[src/rtl/cic_pkg.sv]
// Shared definitions for the CIC interpolator.
// Assumes the order code is the stage count minus one.
package cic_pkg;

    typedef enum logic [1:0] {
        ORD_HOLD   = 2'd0,
        ORD_LINEAR = 2'd1,
        ORD_QUAD   = 2'd2,
        ORD_CUBIC  = 2'd3
    } cic_order_e;

    // Number of bits the normalising shift removes: (stages-1) * log2(rate).
    function automatic int unsigned norm_shift(input int unsigned order_code,
                                               input int unsigned log2r);
        return order_code * log2r;
    endfunction

endpackage

[src/rtl/cic_comb_chain.sv]
// Difference (comb) stages of the interpolator, running at the input rate.
// Stage k is active when k <= order code; inactive stages pass their input through.
// Assumes that state advances only on an accepted input sample and that clear wins.
module cic_comb_chain #(
    parameter int ACC_W     = 64,
    parameter int MAX_ORDER = 4,
    parameter int ORD_W     = 2
) (
    input  logic                    clk,
    input  logic                    rst_n,
    input  logic                    clear,
    input  logic                    accept,
    input  logic [ORD_W-1:0]        order,
    input  logic signed [ACC_W-1:0] din,
    output logic signed [ACC_W-1:0] dout
);

    logic signed [ACC_W-1:0] tap [MAX_ORDER+1];

    assign tap[0] = din;

    for (genvar k = 0; k < MAX_ORDER; k++) begin : g_stage
        logic signed [ACC_W-1:0] prev_q;
        logic signed [ACC_W-1:0] diff;

        assign diff       = tap[k] - prev_q;
        assign tap[k+1]   = (ORD_W'(k) <= order) ? diff : tap[k];

        // Keep the previous input of this stage for the next difference.
        always_ff @(posedge clk) begin
            if (!rst_n || clear) begin
                prev_q <= '0;
            end else if (accept) begin
                prev_q <= tap[k];
            end
        end
    end

    assign dout = tap[MAX_ORDER];

endmodule

[src/rtl/cic_integ_chain.sv]
// Accumulating (integrator) stages, running at the output rate.
// The output is the freshly summed value of the last active stage (index = order code).
// Assumes the modular arithmetic is wide enough for the full gain R^(N-1).
module cic_integ_chain #(
    parameter int ACC_W     = 64,
    parameter int MAX_ORDER = 4,
    parameter int ORD_W     = 2
) (
    input  logic                    clk,
    input  logic                    rst_n,
    input  logic                    clear,
    input  logic                    step,
    input  logic [ORD_W-1:0]        order,
    input  logic signed [ACC_W-1:0] din,
    output logic signed [ACC_W-1:0] dout
);

    logic signed [ACC_W-1:0] sum [MAX_ORDER+1];

    assign sum[0] = din;

    for (genvar k = 0; k < MAX_ORDER; k++) begin : g_stage
        logic signed [ACC_W-1:0] acc_q;

        assign sum[k+1] = acc_q + sum[k];

        // Accumulate once per output cycle while the block is stepping.
        always_ff @(posedge clk) begin
            if (!rst_n || clear) begin
                acc_q <= '0;
            end else if (step) begin
                acc_q <= sum[k+1];
            end
        end
    end

    // Pick the sum of the last stage in use.
    always_comb begin
        dout = sum[1];
        for (int k = 0; k < MAX_ORDER; k++) begin
            if (ORD_W'(k) == order) dout = sum[k+1];
        end
    end

endmodule

[src/rtl/cic_interp.sv]
// Variable-rate, variable-order CIC interpolator (top).
// A start strobe loads the rate exponent (clamped to MAX_LOG2R) and order code and clears
// all state. One sample is taken at the start of each period of 2^L output cycles; the
// block stalls, with output held, when none is offered. The output is normalised by an
// arithmetic shift and saturated to DATA_W bits, and is registered one cycle after its step.
module cic_interp #(
    parameter int DATA_W    = 16,
    parameter int MAX_LOG2R = 12,
    parameter int MAX_ORDER = 4
) (
    input  logic              clk,
    input  logic              rst_n,
    input  logic              start,
    input  logic [3:0]        cfg_log2r,
    input  logic [1:0]        cfg_order,
    input  logic              in_valid,
    output logic              in_ready,
    input  logic [DATA_W-1:0] in_data,
    output logic              out_valid,
    output logic [DATA_W-1:0] out_data
);
    import cic_pkg::*;

    localparam int ACC_W = DATA_W + MAX_ORDER * MAX_LOG2R;
    localparam int ORD_W = (MAX_ORDER > 1) ? $clog2(MAX_ORDER) : 1;
    localparam int LR_W  = 4;
    localparam int SH_W  = $clog2((MAX_ORDER - 1) * MAX_LOG2R + 1) + 1;
    localparam logic signed [ACC_W-1:0] SAT_HI = ACC_W'((64'sd1 <<< (DATA_W - 1)) - 1);
    localparam logic signed [ACC_W-1:0] SAT_LO = -SAT_HI - 1;

    logic                    running_q;
    logic [LR_W-1:0]         log2r_q;
    logic [ORD_W-1:0]        order_q;
    logic [MAX_LOG2R-1:0]    phase_q;
    logic [MAX_LOG2R:0]      rate_full;
    logic [MAX_LOG2R-1:0]    phase_last;
    logic                    accept;
    logic                    step;
    logic [SH_W-1:0]         shift_amt;
    logic signed [ACC_W-1:0] comb_out;
    logic signed [ACC_W-1:0] integ_in;
    logic signed [ACC_W-1:0] integ_out;
    logic signed [ACC_W-1:0] scaled;
    logic [DATA_W-1:0]       sat_val;

    assign rate_full  = {{MAX_LOG2R{1'b0}}, 1'b1} << log2r_q;
    assign phase_last = rate_full[MAX_LOG2R-1:0] - MAX_LOG2R'(1);
    assign in_ready   = running_q && (phase_q == '0) && !start;
    assign accept     = in_valid && in_ready;
    assign step       = running_q && !start && ((phase_q != '0) || in_valid);
    assign shift_amt  = SH_W'(norm_shift(int'(order_q), int'(log2r_q)));

    // Load pulse settings on start and track the output phase within a period.
    always_ff @(posedge clk) begin
        if (!rst_n) begin
            running_q <= 1'b0;
            log2r_q   <= '0;
            order_q   <= '0;
            phase_q   <= '0;
        end else if (start) begin
            running_q <= 1'b1;
            log2r_q   <= (cfg_log2r > LR_W'(MAX_LOG2R)) ? LR_W'(MAX_LOG2R) : cfg_log2r;
            order_q   <= ORD_W'(cfg_order);
            phase_q   <= '0;
        end else if (step) begin
            phase_q   <= (phase_q == phase_last) ? '0 : phase_q + MAX_LOG2R'(1);
        end
    end

    cic_comb_chain #(.ACC_W(ACC_W), .MAX_ORDER(MAX_ORDER), .ORD_W(ORD_W)) u_comb (
        .clk    (clk),
        .rst_n  (rst_n),
        .clear  (start),
        .accept (accept),
        .order  (order_q),
        .din    (ACC_W'($signed(in_data))),
        .dout   (comb_out)
    );

    // Zero-stuff: the comb result enters only in the first cycle of each period.
    assign integ_in = (phase_q == '0) ? comb_out : '0;

    cic_integ_chain #(.ACC_W(ACC_W), .MAX_ORDER(MAX_ORDER), .ORD_W(ORD_W)) u_integ (
        .clk    (clk),
        .rst_n  (rst_n),
        .clear  (start),
        .step   (step),
        .order  (order_q),
        .din    (integ_in),
        .dout   (integ_out)
    );

    // Remove the cascade gain and clip to the output width.
    always_comb begin
        scaled = integ_out >>> shift_amt;
        if (scaled > SAT_HI)      sat_val = SAT_HI[DATA_W-1:0];
        else if (scaled < SAT_LO) sat_val = SAT_LO[DATA_W-1:0];
        else                      sat_val = scaled[DATA_W-1:0];
    end

    // Register one output sample per step; hold the value while stalled.
    always_ff @(posedge clk) begin
        if (!rst_n) begin
            out_valid <= 1'b0;
            out_data  <= '0;
        end else begin
            out_valid <= step;
            if (step) out_data <= sat_val;
        end
    end

endmodule

[config.mk]
export PLATFORM = sky130hd
export DESIGN_NAME = cic_interp
export DESIGN_NICKNAME = d
export VERILOG_FILES = /design/src/rtl/cic_pkg.sv /design/src/rtl/cic_comb_chain.sv /design/src/rtl/cic_integ_chain.sv /design/src/rtl/cic_interp.sv
export SDC_FILE = /design/constraint.sdc
export NUM_CORES = 2
export LEC_CHECK = 0
export BUFFER_PORTS_ARGS = -buffer_cell sky130_fd_sc_hd__buf_2
export CAP_MARGIN = 20
export CORE_UTILIZATION = 50
export DETAILED_ROUTE_END_ITERATION = 8
export PLACE_DENSITY = 0.75
export RECOVER_POWER = 25
export SLEW_MARGIN = 20
export SYNTH_ARGS = -nofsm -noshare
export SYNTH_HDL_FRONTEND = slang
export SYNTH_SLANG_ARGS = --single-unit
export TNS_END_PERCENT = 5
[constraint.sdc]
create_clock -name clk -period 31.4 [get_ports clk]
set_input_delay 6.28 -clock clk [delete_from_list [all_inputs] [get_ports clk]]
set_output_delay 6.28 -clock clk [all_outputs]
set_load 0.02 [all_outputs]
==> qor.yml <==
timing:
  fin_skew_ps: 28.70
  period_share_pct: 94.03
  fin_ws_ps: 1875
  final_max_slew_viol_count: 587
  fin_tns_setup_ps: 0
  rsz0062_at_grt: "false"
  fin_crit_ps: 29520
  hold_viol_final: 0
  setup_violations: 0
  worst_slew_margin_rel_pct: -395.0
  max_freq_ghz: 0.03387
  worst_slew_pin_slew_ps: 7426
critical_path:
  required_ps: 32000
  path_max_fanout: 15
  r2r-end: "out_data[0]$_SDFFE_PN0P_"
  worst_setup_path_start_kind: "primary input"
  cp_common_cell: "a21oi_1"
  r2r_cells: 102
  slowest_stage: "or4_1"
  critPathMaxStageDelay_ps: 650
  worstReg2RegStart: "u_comb.g_stage[0].prev_q[0]$_SDFFE_PP0P_"
  end_kind: "flop"
  r2r_setup_slack_ps: 7270
  worst_ep_arrival_time_ps: 30120
  crit_type: "in2reg"
routing:
  routed_wl_mm: 210.4
  drc: 0
  vias: 56395
  vias_per_cell: 6.552
  avgRoutedWirePerCell_um: 24.44
  detail_route.first_pass.iterations: 7
  drt_iter0_drc: 6491
  antenna_left: 0
pwr:
  pwr-share-seq_pct: 20.1
  p_per_area_mw_per_mm2: 53.57
  p_comb_share_pct: 54.1
  leakagePower_nw: 21.69
  p_switching_mw: 1.372
  peakVddDrop_v: 0.00005138
  finalPower_mw: 2.941
  p_sw_share_pct: 46.63
  p_clk_share_pct: 25.7
  p_int_mw: 1.569
worst_hold_path:
  holdCritPathClass: "reg2reg"
  hold_path_depth: 1
  hold_end: "running_q$_SDFFE_PN0P_"
  hold_path_startpoint: "running_q$_SDFFE_PN0P_"
synthesis:
  syn_nets: 7853
  synth_flop_cell: "dfxtp_1"
  syn_avg_cell_area_um2: 6.958
  synth_cells: 7382
  netlist_area_mm2: 0.05136
  ys_seq_elements: 452
  ys_types: 119
  synth-seq-area-share_pct: 17.62
  yosys_warnings: 0
  synthArstFlopShare_pct: 0
  synth_edf_count: 0
placement:
  placedCellCount: 8496
  dpl.hpwl_mm: 160.5
  gp_congestion: 1.090
  portBuffers: 43
  preCtsSetupSlack_ps: 885.9
floorplanning:
  core_mm2: 0.1017
  fp.dieW_um: 322.5
  initial_core_util_pct: 50.48
  ioPinCount: 44
  die_y_um: 322.5
  rows: 117
  die_area_mm2: 0.1040
flow_run:
  maxCapViolCount: 7
clocking:
  cts_buffers: 59
  h-tree-depth: 2
  clockRootBuffer: "clkbuf_16"
  cts.reportedPaths.clkPinSlew_ps: 60
  cts_tree: "yes"
  clk_latency_ps: 710
  clock_tree.buffer_depth: 3
  cts_num_sinks: 452
status:
  status: "finished with violations"
  violations: "max-capacitance violations, max-slew violations"
finish:
  syn2layout_area_growth_pct: 6.894
  drive_gt1_share_pct: 6.603
  seq_area_mm2: 0.009056
  fin_nets: 7660
  finalNonFillerCells: 8607
  fill_cells: 10010
  multi_input_area_mm2: 0.03935
  fin_util_pct: 53.96
  antenna_cells: 0
global_routing:
  grt.total_usage_pct: 39.10
  overflow: 0
  antenna_found_initial: 3
  grt_first_pass_wirelength_mm: 314.7
  grt_pass1_vias: 51621
  grt_max_degree: 140
## metal layers
metal | share of wire [%] | global-route usage (%) | up-vias
met5 | 0.014 | 0 | -
met4 | 6.5 | 22.68 | 4
met3 | 9.9 | 7.409 | 606
met2 | 42 | 59.81 | 2868
li1 | - | - | 26300
met1 | 41 | 51.14 | 26617
## kinds of logic after synthesis
kind of cell	share of synthesized area (%)
multiplexers	4.061
XOR/XNOR	6.292
buffers and inverters	6.139
flip-flops	17.62
AND/OR/NAND/NOR	22.36
AO/OA/AOI/OAI	32.32
adder cells (fa/ha/maj)	11.21
## placed cells by master (no fill, tap or decap), types with 32 or more instances in the layout
cell type and instances:
a211oi_1 226, a21o_1 205, a21oi_1 926, a31oi_1 71
and2_1 44, and3_1 46, buf_4 127, clkbuf_1 32
clkbuf_16 60, dfxtp_1 450, ha_1 418, inv_1 388
mux2_2 46, mux2i_1 88, nand2_1 1034, nand2b_1 54
nand3_1 131, nand4_1 101, nor2_1 765, nor2b_1 46
nor3_1 145, nor4_1 39, o211ai_1 70, o21a_1 93
o21ai_0 347, o21bai_1 91, o31ai_1 37, or3_1 51
xnor2_1 257, xor2_1 100
## flip-flops by register name, summed over array words and instances (netlist names)
signal and count:
u_integ.g_stage.acc_q 256, u_comb.g_stage.prev_q 160, out_data 16, phase_q 12, log2r_q 4, order_q 2
out_valid 1, running_q 1
## power groups by stage
stage	registers [mW]	clock network, mW	logic, mW
finish	0.592	0.756	1.59
global route	0.593	0.785	1.69
CTS	0.592	0.765	1.53
detailed placement	0.604	0	1.52
global placement	0.604	0	1.52
floorplan	0.602	0	1.06
## worst max path at each step
stage | from | end | slack (ps)
CTS | in_data[0] | out_data[3]$_SDFFE_PN0P_ | 1480
floorplan | in_data[0] | out_data[11]$_SDFFE_PN0P_ | 5190
global route | in_data[0] | out_data[3]$_SDFFE_PN0P_ | 20
detailed placement | in_data[0] | out_data[3]$_SDFFE_PN0P_ | 890
global placement | in_data[0] | out_data[0]$_SDFFE_PN0P_ | 870
finish | in_data[0] | out_data[0]$_SDFFE_PN0P_ | 1880
## what timing repair did
item                                    4_1_cts  5_1_grt
hold buffers                                  0        0
endpoints found under the setup margin        0       15
setup buffers                                 0        0
gates resized for setup                       0       10
## final cells by class
cell class / instances / area share (%)
clock inverter: 33 / 0.7771
tap: 1368 / 3.118
sequential: 452 / 16.50
timing repair buffer: 178 / 2.199
multi-input combinational: 6106 / 71.67
clock buffer: 78 / 3.058
inverter: 392 / 2.680
## critical path, delay by kind of cell
family | cells | cell delay, ps
AO/OA/AOI/OAI | 59 | 12770
XOR/XNOR | 4 | 790
adder cells (fa/ha/maj) | 10 | 3840
buffers and inverters | 8 | 770
multiplexers | 1 | 260
AND/OR/NAND/NOR | 22 | 5400
## synth_stat cells (all sizes together) (27+ instances only)
library cell,instances,area [um^2]
a211o,29,254.0
a211oi,239,1867
a21o,205,1539
a21oi,930,4662
a31oi,75,503.0
and2,48,302.8
and3,48,301.5
buf,72,325.3
clkbuf,360,1356
dfxtp,452,9049
ha,420,5255
inv,389,1460
mux2,47,529.3
mux2i,88,880.8
mux4,30,675.7
nand2,1039,3900
nand2b,54,337.8
nand3,132,660.6
nand4,101,631.9
nor2,775,2930
nor2b,46,287.8
nor3,145,725.7
nor4,39,244.0
o211ai,70,525.5
o21a,93,698.2
o21ai,371,1868
o21bai,91,683.2
o221ai,28,251.5
o22ai,27,168.9
o31a,29,254.0
o31ai,41,340.3
or2,30,187.7
or3,52,330.3
xnor2,263,2330
xor2,103,902.1
## per-stage QoR
step	hold slack [ps]	area, um^2
detailed placement	435.2	52820
global placement	427.8	52820
global route	469.3	54900
CTS	448.2	54930
finish	443.8	54900
floorplan	420.1	51360
Power figures use the tool's default switching activity.
